[src/rtl/tamper_pkg.sv]
package tamper_pkg;
    typedef enum logic [1:0] {
        ST_IDLE   = 2'd0,
        ST_PRECH  = 2'd1,
        ST_SAMPLE = 2'd2
    } tamp_state_e;
endpackage

[src/rtl/tamper_sync.sv]
module tamper_sync #(
    parameter int STAGES = 2
) (
    input  logic clk,
    input  logic rst_n,
    input  logic d,
    output logic q
);
    logic [STAGES-1:0] chain;

    always_ff @(posedge clk or negedge rst_n) begin
        if (!rst_n) chain <= '0;
        else        chain <= {chain[STAGES-2:0], d};
    end

    assign q = chain[STAGES-1];
endmodule

[src/rtl/tamper_prescaler.sv]
module tamper_prescaler #(
    parameter int BASE_LOG2 = 15,
    parameter int FREQ_W    = 3
) (
    input  logic              clk,
    input  logic              rst_n,
    input  logic              run,
    input  logic [FREQ_W-1:0] code,
    output logic              tick
);
    logic [BASE_LOG2-1:0] cnt;
    logic [BASE_LOG2-1:0] mask;

    // Period 2^(BASE_LOG2 - code): the low bits of the count wrap at that rate.
    always_comb mask = {BASE_LOG2{1'b1}} >> code;

    always_ff @(posedge clk or negedge rst_n) begin
        if (!rst_n)   cnt <= '0;
        else if (!run) cnt <= '0;
        else          cnt <= cnt + 1'b1;
    end

    assign tick = run && ((cnt & mask) == mask);
endmodule

[src/rtl/tamper_seq.sv]
module tamper_seq
    import tamper_pkg::*;
#(
    parameter int FILT_W = 2,
    parameter int PRE_W  = 2
) (
    input  logic             clk,
    input  logic             rst_n,
    input  logic             smp,
    input  logic             tick,
    input  logic [FILT_W-1:0] cfg_filt,
    input  logic [PRE_W-1:0] cfg_prech,
    input  logic             cfg_pol,
    input  logic             cfg_pu_off,
    input  logic             cfg_irq_en,
    input  logic             cfg_ts_en,
    input  logic             flag_clr,
    output logic             tamper_flag,
    output logic             irq,
    output logic             ts_strobe,
    output logic             pullup_en
);
    localparam int PCNT_W = 1 << PRE_W;
    localparam int HCNT_W = 1 << FILT_W;

    tamp_state_e       state, state_n;
    logic [PCNT_W-1:0] pcnt, pre_len;
    logic [HCNT_W-1:0] hits, hits_inc, hit_goal;
    logic              smp_prev;
    logic              run, pre_last, active;
    logic              level_evt, edge_evt, evt, flag_d;

    always_comb begin
        run       = (cfg_filt != '0);
        pre_len   = PCNT_W'(1) << cfg_prech;
        pre_last  = (pcnt == pre_len - 1'b1);
        hit_goal  = HCNT_W'(1) << cfg_filt;
        hits_inc  = hits + 1'b1;
        active    = (smp == cfg_pol);
        level_evt = (state == ST_SAMPLE) && run && active && (hits_inc == hit_goal);
        edge_evt  = !run && (smp != smp_prev) && (smp != cfg_pol);
        evt       = (level_evt || edge_evt) && !tamper_flag;
        flag_d    = flag_clr ? 1'b0 : (tamper_flag || evt);
    end

    // Next-state logic
    always_comb begin
        state_n = state;
        unique case (state)
            ST_IDLE:   if (run && tick) state_n = ST_PRECH;
            ST_PRECH:  if (!run)        state_n = ST_IDLE;
                       else if (pre_last) state_n = ST_SAMPLE;
            ST_SAMPLE: state_n = ST_IDLE;
            default:   state_n = ST_IDLE;
        endcase
    end

    // State register
    always_ff @(posedge clk or negedge rst_n) begin
        if (!rst_n) state <= ST_IDLE;
        else        state <= state_n;
    end

    // Pre-charge timer, run-length counter, edge history
    always_ff @(posedge clk or negedge rst_n) begin
        if (!rst_n) begin
            pcnt     <= '0;
            hits     <= '0;
            smp_prev <= 1'b0;
        end else begin
            smp_prev <= smp;
            pcnt     <= (state == ST_PRECH) ? pcnt + 1'b1 : '0;
            if (!run || tamper_flag)      hits <= '0;
            else if (state == ST_SAMPLE) begin
                if (level_evt)            hits <= '0;
                else if (active)          hits <= hits_inc;
                else                      hits <= '0;
            end
        end
    end

    // Outputs
    always_ff @(posedge clk or negedge rst_n) begin
        if (!rst_n) begin
            tamper_flag <= 1'b0;
            irq         <= 1'b0;
            ts_strobe   <= 1'b0;
            pullup_en   <= 1'b0;
        end else begin
            tamper_flag <= flag_d;
            irq         <= flag_d && cfg_irq_en;
            ts_strobe   <= evt && cfg_ts_en;
            pullup_en   <= (state_n == ST_PRECH) && !cfg_pu_off;
        end
    end

    assert_flag_sticky_R8: assert property (@(posedge clk) disable iff (!rst_n)
        tamper_flag && !flag_clr |=> tamper_flag);
    assert_ts_single_R9: assert property (@(posedge clk) disable iff (!rst_n)
        ts_strobe |=> !ts_strobe);
    assert_ts_with_flag_R9: assert property (@(posedge clk) disable iff (!rst_n)
        ts_strobe |-> tamper_flag && $rose(tamper_flag));
    assert_irq_needs_flag_R10: assert property (@(posedge clk) disable iff (!rst_n)
        irq |-> tamper_flag);
    assert_pullup_in_prech_R4: assert property (@(posedge clk) disable iff (!rst_n)
        pullup_en |-> state == ST_PRECH);
    assert_pullup_off_R7: assert property (@(posedge clk) disable iff (!rst_n)
        pullup_en |-> !$past(cfg_pu_off));
endmodule

[src/rtl/tamper_detect.sv]
module tamper_detect #(
    parameter int BASE_LOG2   = 15,
    parameter int FREQ_W      = 3,
    parameter int FILT_W      = 2,
    parameter int PRE_W       = 2,
    parameter int SYNC_STAGES = 2
) (
    input  logic              clk,
    input  logic              rst_n,
    input  logic              pad_in,
    input  logic [FREQ_W-1:0] cfg_freq,
    input  logic [FILT_W-1:0] cfg_filt,
    input  logic [PRE_W-1:0]  cfg_prech,
    input  logic              cfg_pol,
    input  logic              cfg_pu_off,
    input  logic              cfg_irq_en,
    input  logic              cfg_ts_en,
    input  logic              flag_clr,
    output logic              tamper_flag,
    output logic              irq,
    output logic              ts_strobe,
    output logic              pullup_en
);
    logic pad_s;
    logic tick;
    logic level_mode;

    assign level_mode = (cfg_filt != '0);

    tamper_sync #(.STAGES(SYNC_STAGES)) u_sync (
        .clk(clk), .rst_n(rst_n), .d(pad_in), .q(pad_s)
    );

    tamper_prescaler #(.BASE_LOG2(BASE_LOG2), .FREQ_W(FREQ_W)) u_presc (
        .clk(clk), .rst_n(rst_n), .run(level_mode), .code(cfg_freq), .tick(tick)
    );

    tamper_seq #(.FILT_W(FILT_W), .PRE_W(PRE_W)) u_seq (
        .clk(clk), .rst_n(rst_n), .smp(pad_s), .tick(tick),
        .cfg_filt(cfg_filt), .cfg_prech(cfg_prech), .cfg_pol(cfg_pol),
        .cfg_pu_off(cfg_pu_off), .cfg_irq_en(cfg_irq_en), .cfg_ts_en(cfg_ts_en),
        .flag_clr(flag_clr), .tamper_flag(tamper_flag), .irq(irq),
        .ts_strobe(ts_strobe), .pullup_en(pullup_en)
    );
endmodule

[config.mk]
export PLATFORM = sky130hd
export DESIGN_NAME = tamper_detect
export DESIGN_NICKNAME = d
export VERILOG_FILES = /design/src/rtl/tamper_pkg.sv /design/src/rtl/tamper_sync.sv /design/src/rtl/tamper_prescaler.sv /design/src/rtl/tamper_seq.sv /design/src/rtl/tamper_detect.sv
export SDC_FILE = /design/constraint.sdc
export NUM_CORES = 1
export LEC_CHECK = 0
export CORE_MARGIN = 3
export CORE_UTILIZATION = 33
export DETAILED_ROUTE_END_ITERATION = 12
export PLACE_DENSITY_LB_ADDON = 0.15
export SLEW_MARGIN = 20
export SYNTH_ARGS = -nofsm -noshare
export SYNTH_HDL_FRONTEND = slang
export SYNTH_SLANG_ARGS = --single-unit
[constraint.sdc]
create_clock -name clk -period 3.35 [get_ports clk]
set_input_delay 0.8375 -clock clk [delete_from_list [all_inputs] [get_ports clk]]
set_output_delay 0.8375 -clock clk [all_outputs]
set_load 0.02 [all_outputs]
==> qor.csv <==
stage,metric,value,unit
grt,initial antenna violation count,0,
sta,Final min period,2.32,ns
logic_synthesis,Syn Inst Count,157,
logic_synthesis,synth unique cells,39,
logic_synthesis,"Cell Area, Synth",1580,um2
finish,share of cells above drive strength 1,8.74,%
grt,largest net degree at the start of global routing,33,
run_status,outcome,"finished, final reports clean",
pwr,leakage,0.825,nW
routing,iteration-0 DRC count of the detailed router,64,
die,I/O Pins,19,
hold_path,hold depth,0,
grt,met3 GRT Util,4.67,%
clocking,"Clk Latency, worst-skew pair",0.27,ns
setup_path,Worst Reg-to-Reg Cells,5,
sta,RSZ-0062 raised after global routing,no,
sta,FMAX,0.430,GHz
grt,grt met1 use,15.7,%
setup_path,CP Class,in2reg,
die,Die Area,5660,um2
hold_path,Worst Hold Class,reg2reg,
finish,"most common cell after layout, fill and taps aside",dfrtp_1,
finish,"commonest cells after routing, fill and taps aside","dfrtp_1 (32), nor2_1 (21), clkdlybuf4s50_1 (18)",
setup_path,WP data arrival,2.49,ns
clocking,Num CTS Buffers,5,
job,Max Cap Violations,0,
routing,Detailed Routing Iterations Pass 1,4,
clocking,H-tree depth,2,
finish,flip-flop and latch area,801,um2
place,I/O Buffers,18,
finish,Synth-to-Final Area Change,23.0,%
sta,max-slew violations,0,
die,chip width,75.2,um
grt,grt ovf,0,
setup_path,CP Max Fanout,3,
finish,Antenna Cells,0,
logic_synthesis,post-synth net total,175,
grt,global-route wire length before repair,5310,um
finish,Filler cells,432,
finish,Final nets,200,
routing,Vias,1213,
die,row count,24,
routing,Post-Route WL,3000,um
die,Core Region,4500,um2
setup_path,Worst EP required,3.52,ns
sta,final setup fails,0,
clocking,Sink Count,32,
sta,Fin Clk Skew,0.00252,ns
grt,GRT met2 Usage,20.0,%
routing,Routed Antenna Nets,0,
clocking,CTS Buffer Depth,2,
grt,vias in the first global route,1199,
routing,DRC viols,0,
logic_synthesis,#FFs+latches synth,32,
clocking,TritonCTS clock tree,done,
routing,number of vias per cell,5.16,
clocking,Post CTS Setup Buffer Count,0,
sta,Fin. Hold Viols,0,
clocking,CTS root buf,clkbuf_8,
grt,Total GRT Usage,12.5,%
logic_synthesis,"Seq/Total Area, Yosys",50.6,%
sta,fin crit share,69.4,%
pwr,PD cells,444,nW/um2
setup_path,Crit. End Element,flop,
clocking,hold buffers post-CTS,0,
sta,Worst slew margin,56.6,%
sta,worst slew pin tran,0.649,ns
die,chip height,75.2,um
pwr,Pwr Total,864,uW
clocking,CTS resizes,0,
setup_path,CP Launch Type,input pin,
place,GPL Wtd Cong,0.841,
sta,setup TNS,0,ns
routing,wire per inst,12.8,um
logic_synthesis,Synth Area per Inst,10.1,um2
clocking,"CTS clk-pin slew, worst paths",0.06,ns
place,Detailed Place HPWL,2270,um
grt,gr busiest metal,met2,
finish,multi-input gate area in the final layout,751,um2
pwr,Max VDD drop,0.173,mV
logic_synthesis,synth warn,0,
die,initial cell density of the core,35.1,%
## state kept, by name, indices dropped and copies added, names as in the netlist
name / count
u_presc.cnt: 15
u_seq.smp_prev: 1
u_seq.hits: 4
u_seq.pullup_en: 1
u_sync.chain: 2
u_seq.pcnt: 4
u_seq.irq: 1
u_seq.tamper_flag: 1
u_seq.state: 2
u_seq.ts_strobe: 1
## where the power goes
part,total (mW),leakage (nW),switching (mW),internal [mW]
Clock,0.355,0.0541,0.135,0.220
Sequential,0.429,0.435,0.0221,0.407
Combinational,0.0800,0.336,0.0391,0.0409
## synthesized netlist by cell type
cell type	count	share of area, %
o2111ai_1	1	0.55
nor2b_1	4	1.6
a211oi_1	2	0.95
or3_1	2	0.79
xor2_1	6	3.3
inv_1	6	1.4
and4_1	1	0.55
xnor2_1	8	4.4
a32o_1	1	0.63
a221oi_1	1	0.55
nand3_2	1	0.63
or3_4	1	0.71
mux2i_1	1	0.63
nand4b_1	2	1.1
nand3_1	6	1.9
and3b_1	2	1.1
or4_1	1	0.47
a21o_1	1	0.47
nor2_1	21	5.0
a21oi_1	7	2.2
clkbuf_1	1	0.24
ha_1	3	2.4
dfrtp_1	32	51
a22oi_1	1	0.47
nor4_2	1	0.79
nor3_1	5	1.6
nand2b_1	5	2.0
o21ai_0	10	3.2
nand4_4	1	1.3
o221ai_1	1	0.55
nor3b_1	3	1.4
buf_1	1	0.24
nand4_1	3	1.2
a31oi_1	1	0.40
o31ai_1	1	0.47
nand2_1	9	2.1
o21bai_1	1	0.47
a311oi_1	1	0.55
or3_2	2	0.95
## stage by stage
| step | util (%) | hold WS (ns) | setup WS (ns) | instance area (um2) | instances |
|---|---|---|---|---|---|
| after floorplan | - | 0.331 | 1.37 | 1580 | 157 |
| after global placement | 40.7 | 0.340 | 0.784 | 1830 | 227 |
| after detailed placement | 40.7 | 0.336 | 0.743 | 1830 | 227 |
| after CTS | 43.2 | 0.362 | 1.03 | 1950 | 235 |
| after global routing | 43.2 | 0.366 | 0.850 | 1950 | 235 |
| final | 43.2 | 0.358 | 1.03 | 1950 | 235 |
## path summary, 6_finish.rpt
path | startpoint | to | slack [ns]
hold reg to reg | u_sync.chain[0] | u_sync.chain[1] | 0.36
hold / removal | u_sync.chain[0] | u_sync.chain[1] | 0.36
setup reg to reg | u_seq.hits[0] | u_seq.hits[1] | 1.39
setup / recovery | cfg_pol | u_seq.hits[1] | 1.03
max in group asynchronous | rst_n | u_presc.cnt[2] | 2.10
min in group asynchronous | rst_n | u_seq.hits[1] | 0.95
## logic make-up (layout without fill, tap and decap cells)
logic type	after synthesis	count (layout)	synth area share (%)
and+or+nand+nor	70	70	25.2
DFF	32	32	50.6
AOI/OAI and AO/OA	29	29	11.5
xor gates and xnor gates	14	14	7.75
buffers and inverters	8	34	1.90
adders and majority gates	3	3	2.37
muxes	1	1	0.633
## routing by layer
layer	wire [um]	part of all wire, %
met5	0	0
met4	17	0.57
met3	170	5.7
met2	1400	47
met1	1410	47
## critical path, cell delays in order
cell	delay [ns]
clkdlybuf4s50_1	0.46
xnor2_1	0.25
nand3_1	0.17
or4_1	0.52
a32o_1	0.26
## cell type report
type / instances / share of cell area, %
Sequential cell: 32 / 41.2
Multi-Input combinational cell: 117 / 38.6
Timing Repair Buffer: 20 / 10.0
Clock buffer: 5 / 3.54
Tap cell: 52 / 3.34
Clock inverter: 3 / 2.19
Inverter: 6 / 1.16
Power figures use the tool's default switching activity.
